File: config.mk
export PLATFORM = sky130hd
export DESIGN_NAME = pirq_router
export DESIGN_NICKNAME = d
export VERILOG_FILES = /design/src/rtl/pirq_router.sv
export SDC_FILE = /design/constraint.sdc
export NUM_CORES = 1
export LEC_CHECK = 0
export CAP_MARGIN = 20
export CORE_MARGIN = 1.5
export CORE_UTILIZATION = 34
export DETAILED_ROUTE_END_ITERATION = 8
export HOLD_SLACK_MARGIN = 0.03
export PLACE_DENSITY = 0.64
export SETUP_SLACK_MARGIN = 0.2
export SYNTH_ARGS = -nofsm -noshare
export SYNTH_HDL_FRONTEND = slang
export SYNTH_SLANG_ARGS = --single-unit
File: constraint.sdc
create_clock -name clk -period 6.6 [get_ports clk]
set_clock_uncertainty 0.05 [all_clocks]
set_input_delay 0.99 -clock clk [delete_from_list [all_inputs] [get_ports clk]]
set_output_delay 0.99 -clock clk [all_outputs]
set_load 0.03 [all_outputs]
File: src/rtl/pirq_router.sv
module pirq_router #(
  parameter int NUM_SLOTS = 4,
  parameter int DEV_BASE  = 1,
  parameter logic [7:0]  ROUTE_OFS = 8'h60,
  parameter logic [15:0] TRIG_PORT = 16'h04D0
) (
  input  logic                   clk,
  input  logic                   rst_n,
  input  logic [NUM_SLOTS*4-1:0] slot_int_i,
  input  logic                   cfg_we_i,
  input  logic [7:0]             cfg_addr_i,
  input  logic [7:0]             cfg_wdata_i,
  output logic [7:0]             cfg_rdata_o,
  input  logic                   io_we_i,
  input  logic [15:0]            io_addr_i,
  input  logic [7:0]             io_wdata_i,
  output logic [7:0]             io_rdata_o,
  output logic [15:0]            irq_o,
  output logic [15:0]            trig_level_o
);
  localparam int NLINES = 4;
  localparam int NIRQ   = 16;
  localparam logic [7:0] ROUTE_OFF = 8'h80;

  logic [NLINES-1:0][7:0] route_q;
  logic [1:0][7:0]        trig_q;
  logic [NLINES-1:0]      line;

  wire cfg_hit = cfg_addr_i[7:2] == ROUTE_OFS[7:2];
  wire io_hit  = io_addr_i[15:1] == TRIG_PORT[15:1];

  always_ff @(posedge clk) begin
    if (!rst_n) begin
      route_q <= {NLINES{ROUTE_OFF}};
      trig_q  <= '0;
    end else begin
      if (cfg_we_i && cfg_hit) route_q[cfg_addr_i[1:0]] <= cfg_wdata_i;
      if (io_we_i && io_hit)   trig_q[io_addr_i[0]]     <= io_wdata_i;
    end
  end

  assign cfg_rdata_o  = cfg_hit ? route_q[cfg_addr_i[1:0]] : 8'h00;
  assign io_rdata_o   = io_hit ? trig_q[io_addr_i[0]] : 8'h00;
  assign trig_level_o = trig_q;

  always_comb begin
    line = '0;
    for (int s = 0; s < NUM_SLOTS; s++)
      for (int p = 0; p < 4; p++)
        line[(p + DEV_BASE + s + 3) % NLINES] = line[(p + DEV_BASE + s + 3) % NLINES]
                                               | slot_int_i[s*4+p];
  end

  always_comb begin
    irq_o = '0;
    for (int k = 0; k < NLINES; k++)
      if (route_q[k] < 8'(NIRQ)) irq_o[route_q[k][3:0]] = irq_o[route_q[k][3:0]] | line[k];
  end

  logic [2:0] n_enabled;
  always_comb begin
    n_enabled = '0;
    for (int k = 0; k < NLINES; k++)
      if (route_q[k] < 8'(NIRQ)) n_enabled = n_enabled + 3'd1;
  end

  p_reset_route_r1: assert property (@(posedge clk)
    $rose(rst_n) |-> (route_q == {NLINES{ROUTE_OFF}} && trig_level_o == 16'h0000));

  p_route_load_r6: assert property (@(posedge clk) disable iff (!rst_n)
    (cfg_we_i && cfg_addr_i == ROUTE_OFS) |=> cfg_rdata_o == $past(cfg_wdata_i) || $past(cfg_addr_i) != cfg_addr_i);

  p_route_hold_r6: assert property (@(posedge clk) disable iff (!rst_n)
    (!cfg_we_i || !cfg_hit) |=> $stable(route_q));

  p_trig_lo_r7: assert property (@(posedge clk) disable iff (!rst_n)
    (io_we_i && io_addr_i == TRIG_PORT) |=> trig_level_o[7:0] == $past(io_wdata_i));

  p_trig_hi_r7: assert property (@(posedge clk) disable iff (!rst_n)
    (io_we_i && io_addr_i == (TRIG_PORT | 16'h0001)) |=> trig_level_o[15:8] == $past(io_wdata_i));

  p_trig_hold_r9: assert property (@(posedge clk) disable iff (!rst_n)
    (!io_we_i || !io_hit) |=> $stable(trig_level_o));

  p_irq_bound_r4: assert property (@(posedge clk) disable iff (!rst_n)
    $countones(irq_o) <= 32'(n_enabled));

  p_all_off_r4: assert property (@(posedge clk) disable iff (!rst_n)
    (n_enabled == 3'd0) |-> irq_o == 16'h0000);
endmodule

==> impl.org, run 1 <==
** Hold path
- Count of cells along the worst hold path :: 2
- Launch point of the worst hold path :: route_q[31]$_SDFFE_PN1P_
- The worst hold path terminates at route_q[31]$_SDFFE_PN1P_.
- The tightest min-delay check is of the reg -> reg type.

** Timing
- Tmin final :: between 5000 and 6000 ps
- In the finished design, the share of the clock period the worst path needs comes to 89.4%.
- The number of hold violations in the final report is 0.
- RSZ-0062 raised after global routing :: no
- Highest clock frequency the design can meet :: 170 MHz
- Setup total negative slack on the finished layout was measured at 0 ps.
- Setup violations remaining at the end of the flow were counted as 0.
- Transition time at the pin with the least slew margin :: between 900 and 1000 ps
- The max-slew violation count was 0.
- Slew headroom :: approximately a third

** Critical path
- At the worst endpoint, the required time is 5560 ps.
- Arrival time worst endpoint :: slightly below 5000 ps
- Worst reg2reg path endpoint :: route_q[17]$_SDFFE_PN0P_
- The worst setup path is launched from an input pin.
- For the worst flop-to-flop path, the logic depth is 2.
- The worst setup path is captured at a primary output.
- Along the worst path, the maximum fanout reaches 13.
- The setup check on the worst reg-to-reg path leaves a slack of between 5000 and 6000 ps.
- The worst setup path is of the in -> out kind.
- The worst register-to-register path begins at route_q[17]$_SDFFE_PN0P_.

** Drt
- Routed WL per cell :: approximately 18 µm
- Number of nets with antenna violations after routing :: 0
- The detailed router finished its first iteration with about 450 violations.
- Post-detailed-routing wire length :: roughly 15 mm
- The final route contains 4870 vias.
- For this run, design rule violations remaining after detail routing come to 0.
- Iteration count of the initial detailed-routing pass :: 5
- In the routed layout, each cell is associated on average with a via count of around 5.9.

** GRT
- The first global-routing pass estimated 24.1 mm of wire.
- Global routing consumed, over all layers together, around 22% of the routing resources.
- Maximum number of pins on one net before global-route repair :: 49
- The via count of the first global-routing pass is about 4700.
- The initial antenna violation count came to 0.
- After global routing the overflow that remains totals 0.

** Clocking
- TritonCTS built the clock tree.
- Total CTS buffers :: 5
- For the worst-skew pair, the clock arrives at the later sink with an insertion delay of between 200 and 300 ps.
- The number of gates resized after CTS was 0.
- CTS clock-pin slew for the worst setup and hold paths :: ~60 ps
- CTS built an H-tree with a depth of 2.
- Hold Buf Count CTS :: 0
- In this run the post-CTS setup repair buffer count came out at 0.
- Clock tree sinks :: between 40 and 50
- The clock passes through at most 2 buffers.
- Root buf cell :: clkbuf_16

** Placement
- Number of I/O port buffers :: around 110
- At the end of routability-driven placement, the weighted congestion stood at ~0.93.
- Detailed placement finished with a half-perimeter wire length of approximately 12 mm.

** Finish
- The repair_antennas step left the layout with diodes totalling 0.
- The filler cells instantiated in the layout total ~1300.
- The multi-input combinational cells in the finished layout cover a total of 3260 µm².
- Net count of the finished layout :: between 700 and 800
- Proportion of layout cells with a drive suffix above 1 :: between 6 and 7%
- Area delta synth->final :: 28.7%
- Registers take approximately 960 µm².

** Flow run
- The tool flagged a number of max-cap violations equal to 0.

** Synthesis
- In this run, synthesis inferred 0 flip-flops with an integrated enable.
- The Yosys step of the flow raised 0 warnings.
- For this run, the leading register cell type out of synthesis is dfxtp_1.
- Number of storage elements in the synthesis netlist :: 48
- For this run, asynchronously set or reset flops after synthesis account for 0%.
- Averaged over all synthesized cells, the footprint is roughly 7.7 µm².
- Leading area contributor after synthesis :: dfxtp_1
- The mapped netlist covers roughly 4400 µm².
- In the synthesized netlist, the number of instances is approximately 570.
- Area contributors post-synth :: dfxtp_1, mux2i_1, nand2_1
- Distinct cells, synth :: just under 80
- The share of the Yosys chip area taken by registers is ~22%.
- Net count of the mapped netlist :: around 630
- Top cell type's share of synthesized area :: between 20% and 30%

** Floorplanning
- Placement Rows :: 41
- Number of top-level pins :: 108
- Total die area :: approximately 14000 µm²
- Core Area :: between 10000 and 15000 µm²
- Starting utilization of the core area :: 35.0%
- Die Ht :: ~120 µm
- X dimension of the die :: ~120 µm

** Power and ir drop
- Overall power consumption after layout is estimated at approximately 0.61 mW.
- The analysis attributes to cell leakage a power of 1.74 nW.
- Share of total power consumed by net switching :: ~22%
- Power density relative to cell area :: 108 nW/µm²
- Int Pwr :: 0.482 mW
- The clock network burns a little over two fifths of the power.
- The share of total power dissipated in combinational logic is ~11%.
- In this run the power spent charging and discharging nets is approximately 0.13 mW.
- Worst IR Drop VDD :: 0.000127 V
- Portion of total power attributed to sequential cells :: a little under half

** Run status
- Outcome :: finished clean
[sequential cells by signal (all words and copies together) (netlist names)]
signal	cells
route_q	32
trig_level_o	16
[synthesized netlist by cell type, types with 3 or more instances]
cell type  number
mux2i_1        39
o211ai_1       13
nor4bb_1        3
nand2_1        97
nand2b_1        8
nor2b_1        44
buf_2           7
mux4_2          7
nand4b_1        4
a211oi_1        9
dfxtp_1        48
inv_1           3
o22ai_1         3
o21ai_0        17
nand3b_1        4
a22oi_1         6
a21oi_1        11
nor4_1          7
a32oi_1         5
a21boi_0       22
buf_1           4
nor4_2          3
nor3_1         14
nor2_1         40
or3_1           3
xnor2_1         4
nand4_1         6
nor4b_1         6
clkbuf_1       24
and2_1          9
nand3_1        24
o21a_1          3
o311ai_0        3
a31oi_1         9
or4_1           6
buf_4           3
[worst max-delay path by stage]
stage / endpoint / depth (start not counted) / startpoint
finish: irq_o[11] / 11 / slot_int_i[10]
global route: irq_o[11] / 11 / slot_int_i[10]
CTS: irq_o[11] / 11 / slot_int_i[10]
detailed placement: irq_o[11] / 11 / slot_int_i[10]
global placement: irq_o[5] / 11 / slot_int_i[10]
floorplan: irq_o[2] / 11 / slot_int_i[10]
[cell usage in the layout, fill, tap and decap left out, types with 6 or more instances in the layout]
master / count
clkdlybuf4s50_1: 107
nand2_1: 97
dfxtp_1: 48
nor2b_1: 44
nor2_1: 40
mux2i_1: 39
nand3_1: 24
a21boi_0: 22
o21ai_0: 17
nor3_1: 14
o211ai_1: 13
a21oi_1: 11
and2_1: 9
a211oi_1: 9
a31oi_1: 9
nand2b_1: 8
nor4_1: 7
mux4_2: 7
or4_1: 6
nor4b_1: 6
nand4_1: 6
a22oi_1: 6
[final cells by class]
class,instances,share of cell area (%)
clock buffers,6,2.45
well taps,172,3.79
clock inverters,2,0.176
repair buffers,109,19.1
flip-flops and latches,48,16.9
multi-input cells,483,57.3
inverters,3,0.198
[layer usage]
metal  vias up  wire, µm  track usage (%)
met1      2292      6070             26.9
met2       240      7320             39.6
li1       2299         -                -
met3        39      1170             4.74
met5         -         0                0
met4         0       450             8.11
[stage by stage]
stage | util (%) | instances | cell area [µm²] | hold WS, ps | setup WS (ps)
finish | 45.0 | 823 | 5680 | 450 | 700
global route | 45.0 | 823 | 5680 | 480 | 450
CTS | 45.0 | 823 | 5680 | 452 | 741
detailed placement | 43.8 | 815 | 5530 | 437 | 736
global placement | 43.8 | 815 | 5530 | 429 | 826
floorplan | - | 574 | 4410 | 401 | 2030
[critical path, cell delays in order]
cell,delay [ps]
clkdlybuf4s50_1,410
or4_1,720
nand3_2,210
o2111ai_1,140
a31o_1,390
nand2b_1,270
nor2_1,190
o221ai_2,190
nor4_4,550
a31oi_1,160
clkdlybuf4s50_1,630
[logic make-up (layout without fill, tap and decap cells)]
group | count (synthesis) | count (layout) | share of synthesized area (%)
AND/OR/NAND/NOR | 300 | 300 | 37.3
multiplexers | 49 | 49 | 13.8
AO/OA/AOI/OAI | 129 | 129 | 21.7
buffers and inverters | 43 | 120 | 4.45
flip-flops | 48 | 48 | 21.8
XOR/XNOR | 5 | 5 | 0.992
[power groups by stage]
stage | registers [mW] | clock network [mW] | logic (mW)
3_5_place_dp | 0.297 | 0 | 0.0678
3_3_place_gp | 0.297 | 0 | 0.0668
6_report | 0.291 | 0.255 | 0.0678
4_1_cts | 0.291 | 0.259 | 0.0677
2_1_floorplan | 0.297 | 0 | 0.0228
5_1_grt | 0.290 | 0.270 | 0.0720
Note: power is estimated with default switching activity, not from simulation.
==> run 2: changes to the inputs <==
--- a/config.mk
+++ b/config.mk
@@ -6,8 +6,10 @@
 export NUM_CORES = 1
 export LEC_CHECK = 0
 export CAP_MARGIN = 20
+export CORE_ASPECT_RATIO = 0.7
 export CORE_MARGIN = 1.5
 export CORE_UTILIZATION = 34
+export CTS_CLUSTER_DIAMETER = 60
 export DETAILED_ROUTE_END_ITERATION = 8
 export HOLD_SLACK_MARGIN = 0.03
 export PLACE_DENSITY = 0.64
==> impl.org, run 2 (same netlist as run 1, synthesis figures left out) <==
** Power and ir drop
- The design draws just over 0.6 mW.
- Across the VDD grid, the largest voltage drop is between 0.0001 and 0.00015 V.
- Power spread over the standard cell area amounts to roughly 110 nW/µm².
- For this design the static power due to leakage is between 1.5 and 2 nW.

** Hold path
- The worst hold path belongs to the class reg -> reg.
- Along the worst hold path, the cell count comes to 2.
- Launch point of the worst hold path :: route_q[31]$_SDFFE_PN1P_
- The path with the worst hold slack has its endpoint at route_q[31]$_SDFFE_PN1P_.

** Flow run
- Across the run, the number of max-cap violations was 0.

** GRT
- Overflow left after global routing :: 0
- Maximum number of pins on one net before global-route repair :: 49
- Number of global-route vias before repair :: about 4700
- Global-route wire length before repair :: 25.1 mm
- Tot GR Track Use :: a little under a quarter
- Number of antenna violations at the first check in global routing :: 0

** Clocking
- Cts repair resizes :: 0
- The tree is rooted in a clkbuf_16.
- Buffers inserted to repair hold after CTS numbered 0.
- CTS clock-pin slew for the worst setup and hold paths :: roughly 60 ps
- Worst skew pair latency :: around 290 ps
- TritonCTS built the clock tree.
- Depth of the CTS H-tree :: 2
- Counting along the longest clock path gives a buffer depth of 2.
- The number of clock buffers added by TritonCTS is 5.
- Buffer count from post-CTS setup fixing :: 0
- For this design, the sink count on the clock tree is 48.

** Finish
- The register with the most flip-flops in the layout has 32 of them.
- Counting the fill cells in the layout gives ~1200.
- Summing all multi-input logic gate instances after layout gives around 3300 µm².
- Area used by sequential logic in the layout :: ~960 µm²
- Area delta synth->final :: 28.5%
- Net count of the finished layout :: between 700 and 800
- Commonest non-fill, non-tap cell in the layout :: clkdlybuf4s50_1
- After routing the design area is around 5700 µm².
- Of the cells placed in the final design, the portion with a size suffix greater than 1 is under 10%.
- Finished Layout Cells :: 813
- The top cell types in the final layout, fill and taps aside, are clkdlybuf4s50_1, nand2_1, dfxtp_1, nor2b_1, nor2_1.
- Largest reg by FF count :: route_q
- Antenna cell count :: 0

** Critical path
- Data on the critical path is required at its endpoint by between 5000 and 6000 ps.
- R2R Setup Slk :: 5510 ps
- Arrival time worst endpoint :: between 4000 and 5000 ps
- Category of the critical setup timing path :: in -> out
- Worst reg2reg path endpoint :: route_q[1]$_SDFFE_PN0P_
- Along the worst path, the maximum fanout reaches 9.
- FF-to-FF path depth :: 2
- Endpoint class of the critical path :: primary output
- The worst register-to-register path begins at route_q[1]$_SDFFE_PN0P_.
- CP startpoint :: slot_int_i[10]
- Launching element type of the critical path :: input pin

** Floorplanning
- Die Ht :: roughly 98 µm
- Starting utilization of the core area :: 35.2%
- Core Area :: 12500 µm²
- Number of top-level pins :: 108
- In this run the core area contains 34 standard-cell rows.
- The die covers between 10000 and 15000 µm².
- Measured along the x axis, the die boundary spans approximately 140 µm.

** Timing
- At the pin with the least slew margin, the transition time is between 900 and 1000 ps.
- Measured against its own limit, the worst slew margin works out to roughly a third.
- Tmin final :: around 6000 ps
- Final cycle utilization of the critical path :: between 90% and 100%
- Hold timing on the final database bottoms out at a slack of about 480 ps.
- RSZ-0062 raised after global routing :: no
- Count of endpoints failing hold in the final timing report :: 0
- For the final routed database, the setup TNS stands at 0 ps.
- Number of setup violations in the final report :: 0
- The max-slew violation count is 0.
- Timing would allow up to 168 MHz.

** Drt
- Drt initial violations :: roughly 600
- Post-detailed-routing wire length :: between 15 and 20 mm
- Via Count :: 5003
- Routed via count divided by cell count :: ~6
- The first detailed-routing pass ran for 8 iterations.
- Once detail routing completed, the nets flagged for antenna violations numbered 0.
- DRC viols :: 3
- After detailed routing, the average wire length per cell comes to 19.5 µm.

** Run status
- Failing checks :: design-rule violations
- Outcome :: finished, violations left

** Placement
- Final HPWL from detailed placement :: roughly 13 mm
- Routability-driven placement finished with a final weighted congestion of between 0.9 and 1.
- Cell Count Post-Placement :: approximately 810
- After detailed placement, the total cell area comes to around 5500 µm².
- Input and output buffers added on the ports amount to around 110.
[run 2: worst max-delay path, cell delays in order]
cell and delay, ps:
clkdlybuf4s50_1 410, or4_1 720, nand3_2 210, o21ai_0 240, o211ai_1 360, nand3_2 240, o31ai_4 230, o311ai_2 180
nor4_4 550, mux2i_1 140, clkdlybuf4s50_1 630
[run 2: per-stage QoR]
stage	utilization (%)	setup slack (ps)
3_3_place_gp	44.0	811
6_report	45.2	635
5_1_grt	45.2	400
2_1_floorplan	-	2030
4_1_cts	45.2	713
3_5_place_dp	44.0	716
[run 2: how the worst max path moves through the flow]
stage	slack [ps]	end
4_1_cts	710	irq_o[5]
3_5_place_dp	720	irq_o[5]
2_1_floorplan	2030	irq_o[2]
6_report	640	irq_o[6]
3_3_place_gp	810	irq_o[5]
5_1_grt	400	irq_o[5]
[run 2: final cells by class]
cell class | count | area share (%)
inverter | 3 | 0.199
clock buffer | 6 | 2.45
clock inverter | 1 | 0.154
timing repair buffer | 110 | 19.3
multi-input combinational | 483 | 57.4
tap | 162 | 3.57
sequential | 48 | 16.9
[run 2: routing by layer]
| layer | up-vias | share of wire, % | global-route usage, % |
|---|---|---|---|
| li1 | 2299 | - | - |
| met1 | 2403 | 46 | 34.5 |
| met2 | 279 | 41 | 33.5 |
| met3 | 22 | 11 | 4.36 |
| met4 | 0 | 1.2 | 5.16 |
| met5 | - | 0 | 0 |
[run 2: power breakdown]
group	leakage, nW	total, mW	internal, mW	switching, mW
sequential	0.387	0.291	0.290	0.000719
combinational	1.28	0.0695	0.0423	0.0272
clock	0.0729	0.253	0.149	0.104
total	1.74	0.613	0.481	0.132
==> run 3: changes to the inputs <==
--- a/config.mk
+++ b/config.mk
@@ -5,14 +5,13 @@
 export SDC_FILE = /design/constraint.sdc
 export NUM_CORES = 1
 export LEC_CHECK = 0
-export CAP_MARGIN = 20
 export CORE_ASPECT_RATIO = 0.7
 export CORE_MARGIN = 1.5
-export CORE_UTILIZATION = 34
+export CORE_UTILIZATION = 55
 export CTS_CLUSTER_DIAMETER = 60
 export DETAILED_ROUTE_END_ITERATION = 8
 export HOLD_SLACK_MARGIN = 0.03
-export PLACE_DENSITY = 0.64
+export PLACE_DENSITY = 0.93
 export SETUP_SLACK_MARGIN = 0.2
 export SYNTH_ARGS = -nofsm -noshare
 export SYNTH_HDL_FRONTEND = slang
==> impl.org, run 3 (same netlist as run 1, synthesis figures left out) <==
** Critical path
- Category of the critical setup timing path :: in -> out
- Tracing the worst setup path back leads to its startpoint at slot_int_i[10].
- STA puts the critical path data required time at 5560 ps.
- In this run the critical register-to-register path is launched from route_q[17]$_SDFFE_PN0P_.
- Launching element type of the critical path :: input pin
- Of all nets on the critical path, the largest fanout is 13.
- STA puts the critical path data arrival time at 5010 ps.
- Endpoint class of the critical path :: primary output

** Finish
- The library cells used most frequently in the layout, excluding fill and tap cells, are clkdlybuf4s50_1, nand2_1, dfxtp_1, nor2b_1, nor2_1.
- Final core utilization :: between 70% and 80%
- Finished Layout Cells :: between 700 and 800
- The layout has approximately 620 filler cells.
- Largest reg by FF count :: route_q
- Area used by sequential logic in the layout :: about 960 µm²
- Combined area of the multi-input logic cells :: between 3000 and 4000 µm²
- Net count of the finished layout :: 710
- Compared with the post-synthesis result, the final layout area differs by 26.9%.
- Of the cells placed in the final design, the portion with a size suffix greater than 1 is 6.14%.
- Antenna cell count :: 0
- Leaving out fill and tap cells, the most frequent cell in the layout is clkdlybuf4s50_1.
- The register with the most flip-flops in the layout has 32 of them.

** Floorplanning
- In this run the standard cell core region covers between 7000 and 8000 µm².
- Number of top-level pins :: 108
- X dimension of the die :: between 100 and 150 µm
- Placement Rows :: 27
- The initial utilization of the core area, before any placement, comes to 56.3%.
- Die Ht :: roughly 80 µm
- Total die area :: between 8000 and 9000 µm²

** Timing
- Sum Neg Setup Slack :: 0 ps
- RSZ-0062 raised after global routing :: no
- At the pin with the least slew margin, the transition time is 1050 ps.
- Setup violations remaining at the end of the flow were counted as 0.
- Max Slew Vio Count :: 0
- Slew headroom :: 29.5%
- Highest clock frequency the design can meet :: 165 MHz
- The number of hold violations in the final report is 0.
- The clock period could shrink to 6050 ps.
- Of the available clock period, the critical path in the final layout requires approximately 90%.

** Clocking
- Cts repair resizes :: 0
- No sink is reached through more buffers than the 2 on the longest clock path.
- Worst skew pair latency :: 290 ps
- TritonCTS built the clock tree.
- Hold Buf Count CTS :: 0
- The tree is rooted in a clkbuf_16.
- Clock tree sinks :: 48
- CTS clock-pin slew for the worst setup and hold paths :: around 70 ps
- Buffer count from post-CTS setup fixing :: 0
- Total CTS buffers :: 5
- In this run the number of H-tree levels came out at 2.

** GRT
- The total overflow left after global routing is 0.
- The via count of the first global-routing pass was approximately 4900.
- Maximum number of pins on one net before global-route repair :: 49
- Global-route wire length before repair :: between 20 and 30 mm
- Tot GR Track Use :: 38.1%
- Number of antenna violations at the first check in global routing :: 0

** Power and ir drop
- The analysis attributes to cell leakage a power of approximately 1.7 nW.
- VDD sags by at most about 0.00019 V.
- For this design the ratio of total power to cell area is between 100 and 150 nW/µm².
- Summing internal, switching and leakage power gives between 0.6 and 0.7 mW.

** Drt
- Summing over every cut layer, the via total after detailed routing is around 5200.
- Post-detailed-routing wire length :: 16.3 mm
- The count of nets left with antenna violations once routing finished came out at 0.
- Iteration count of the initial detailed-routing pass :: 6
- After detailed routing, the number of remaining DRC violations is 0.
- After detailed routing, the average wire length per cell comes to between 20 and 25 µm.
- Drt initial violations :: just over 800
- Routed via count divided by cell count :: roughly 6.9

** Hold path
- Launch point of the worst hold path :: route_q[20]$_SDFFE_PN0P_
- In this run the worst hold path is classified as reg -> reg.

** Placement
- The congestion estimate from routability-driven global placement came to between 1 and 1.5.
- Cell Count Post-Placement :: around 740
- The HPWL after detailed placement is about 13 mm.
- In this run the tool buffered the top-level ports with roughly 110 buffer cells.

** Flow run
- Number of max-cap violations :: 0

** Run status
- The run finished with clean final reports.
-- run 3: critical path, cell delays in order --
cell             delay, ps
clkdlybuf4s50_1        420
or4_1                  720
nand3_2                210
o2111ai_1              140
a31o_1                 410
nand2b_1               290
nor2_1                 210
o221ai_2               210
nor4_4                 580
a31oi_1                180
clkdlybuf4s50_1        640
-- run 3: layout make-up --
type                            instances  area share, %
Tap cell                              101           2.26
Inverter                                3          0.201
Timing Repair Buffer                  109           19.3
Clock buffer                            6           2.30
Clock inverter                          2          0.626
Sequential cell                        48           17.2
Multi-Input combinational cell        483           58.1
-- run 3: report_power, final --
group / internal (mW) / switching [mW]
Combinational: 0.0418 / 0.0275
Clock: 0.178 / 0.113
Sequential: 0.290 / 0.000823
Total: 0.510 / 0.141
-- run 3: metrics by stage --
step	instance area (µm²)	hold WS [ps]	setup slack, ps
floorplan	4410	401	2030
global placement	5440	449	836
detailed placement	5440	456	664
CTS	5600	474	655
global route	5600	498	378
finish	5600	477	548
-- run 3: path summary, 6_finish.rpt --
kind                               to  slack, ps  cells after the start
max                          irq_o[5]        550                     11
min          route_q[20]$_SDFFE_PN0P_        480                      2
max reg2reg  route_q[17]$_SDFFE_PN0P_       5360                      2
min reg2reg  route_q[20]$_SDFFE_PN0P_        480                      2
-- run 3: metal layers --
layer  track usage [%]  part of all wire (%)  vias up
li1                  -                     -     2302
met3              16.3                    16       58
met4              9.87                   3.0        0
met5                 0                     0        -
met1              54.1                    40     2438
met2              52.1                    41      416
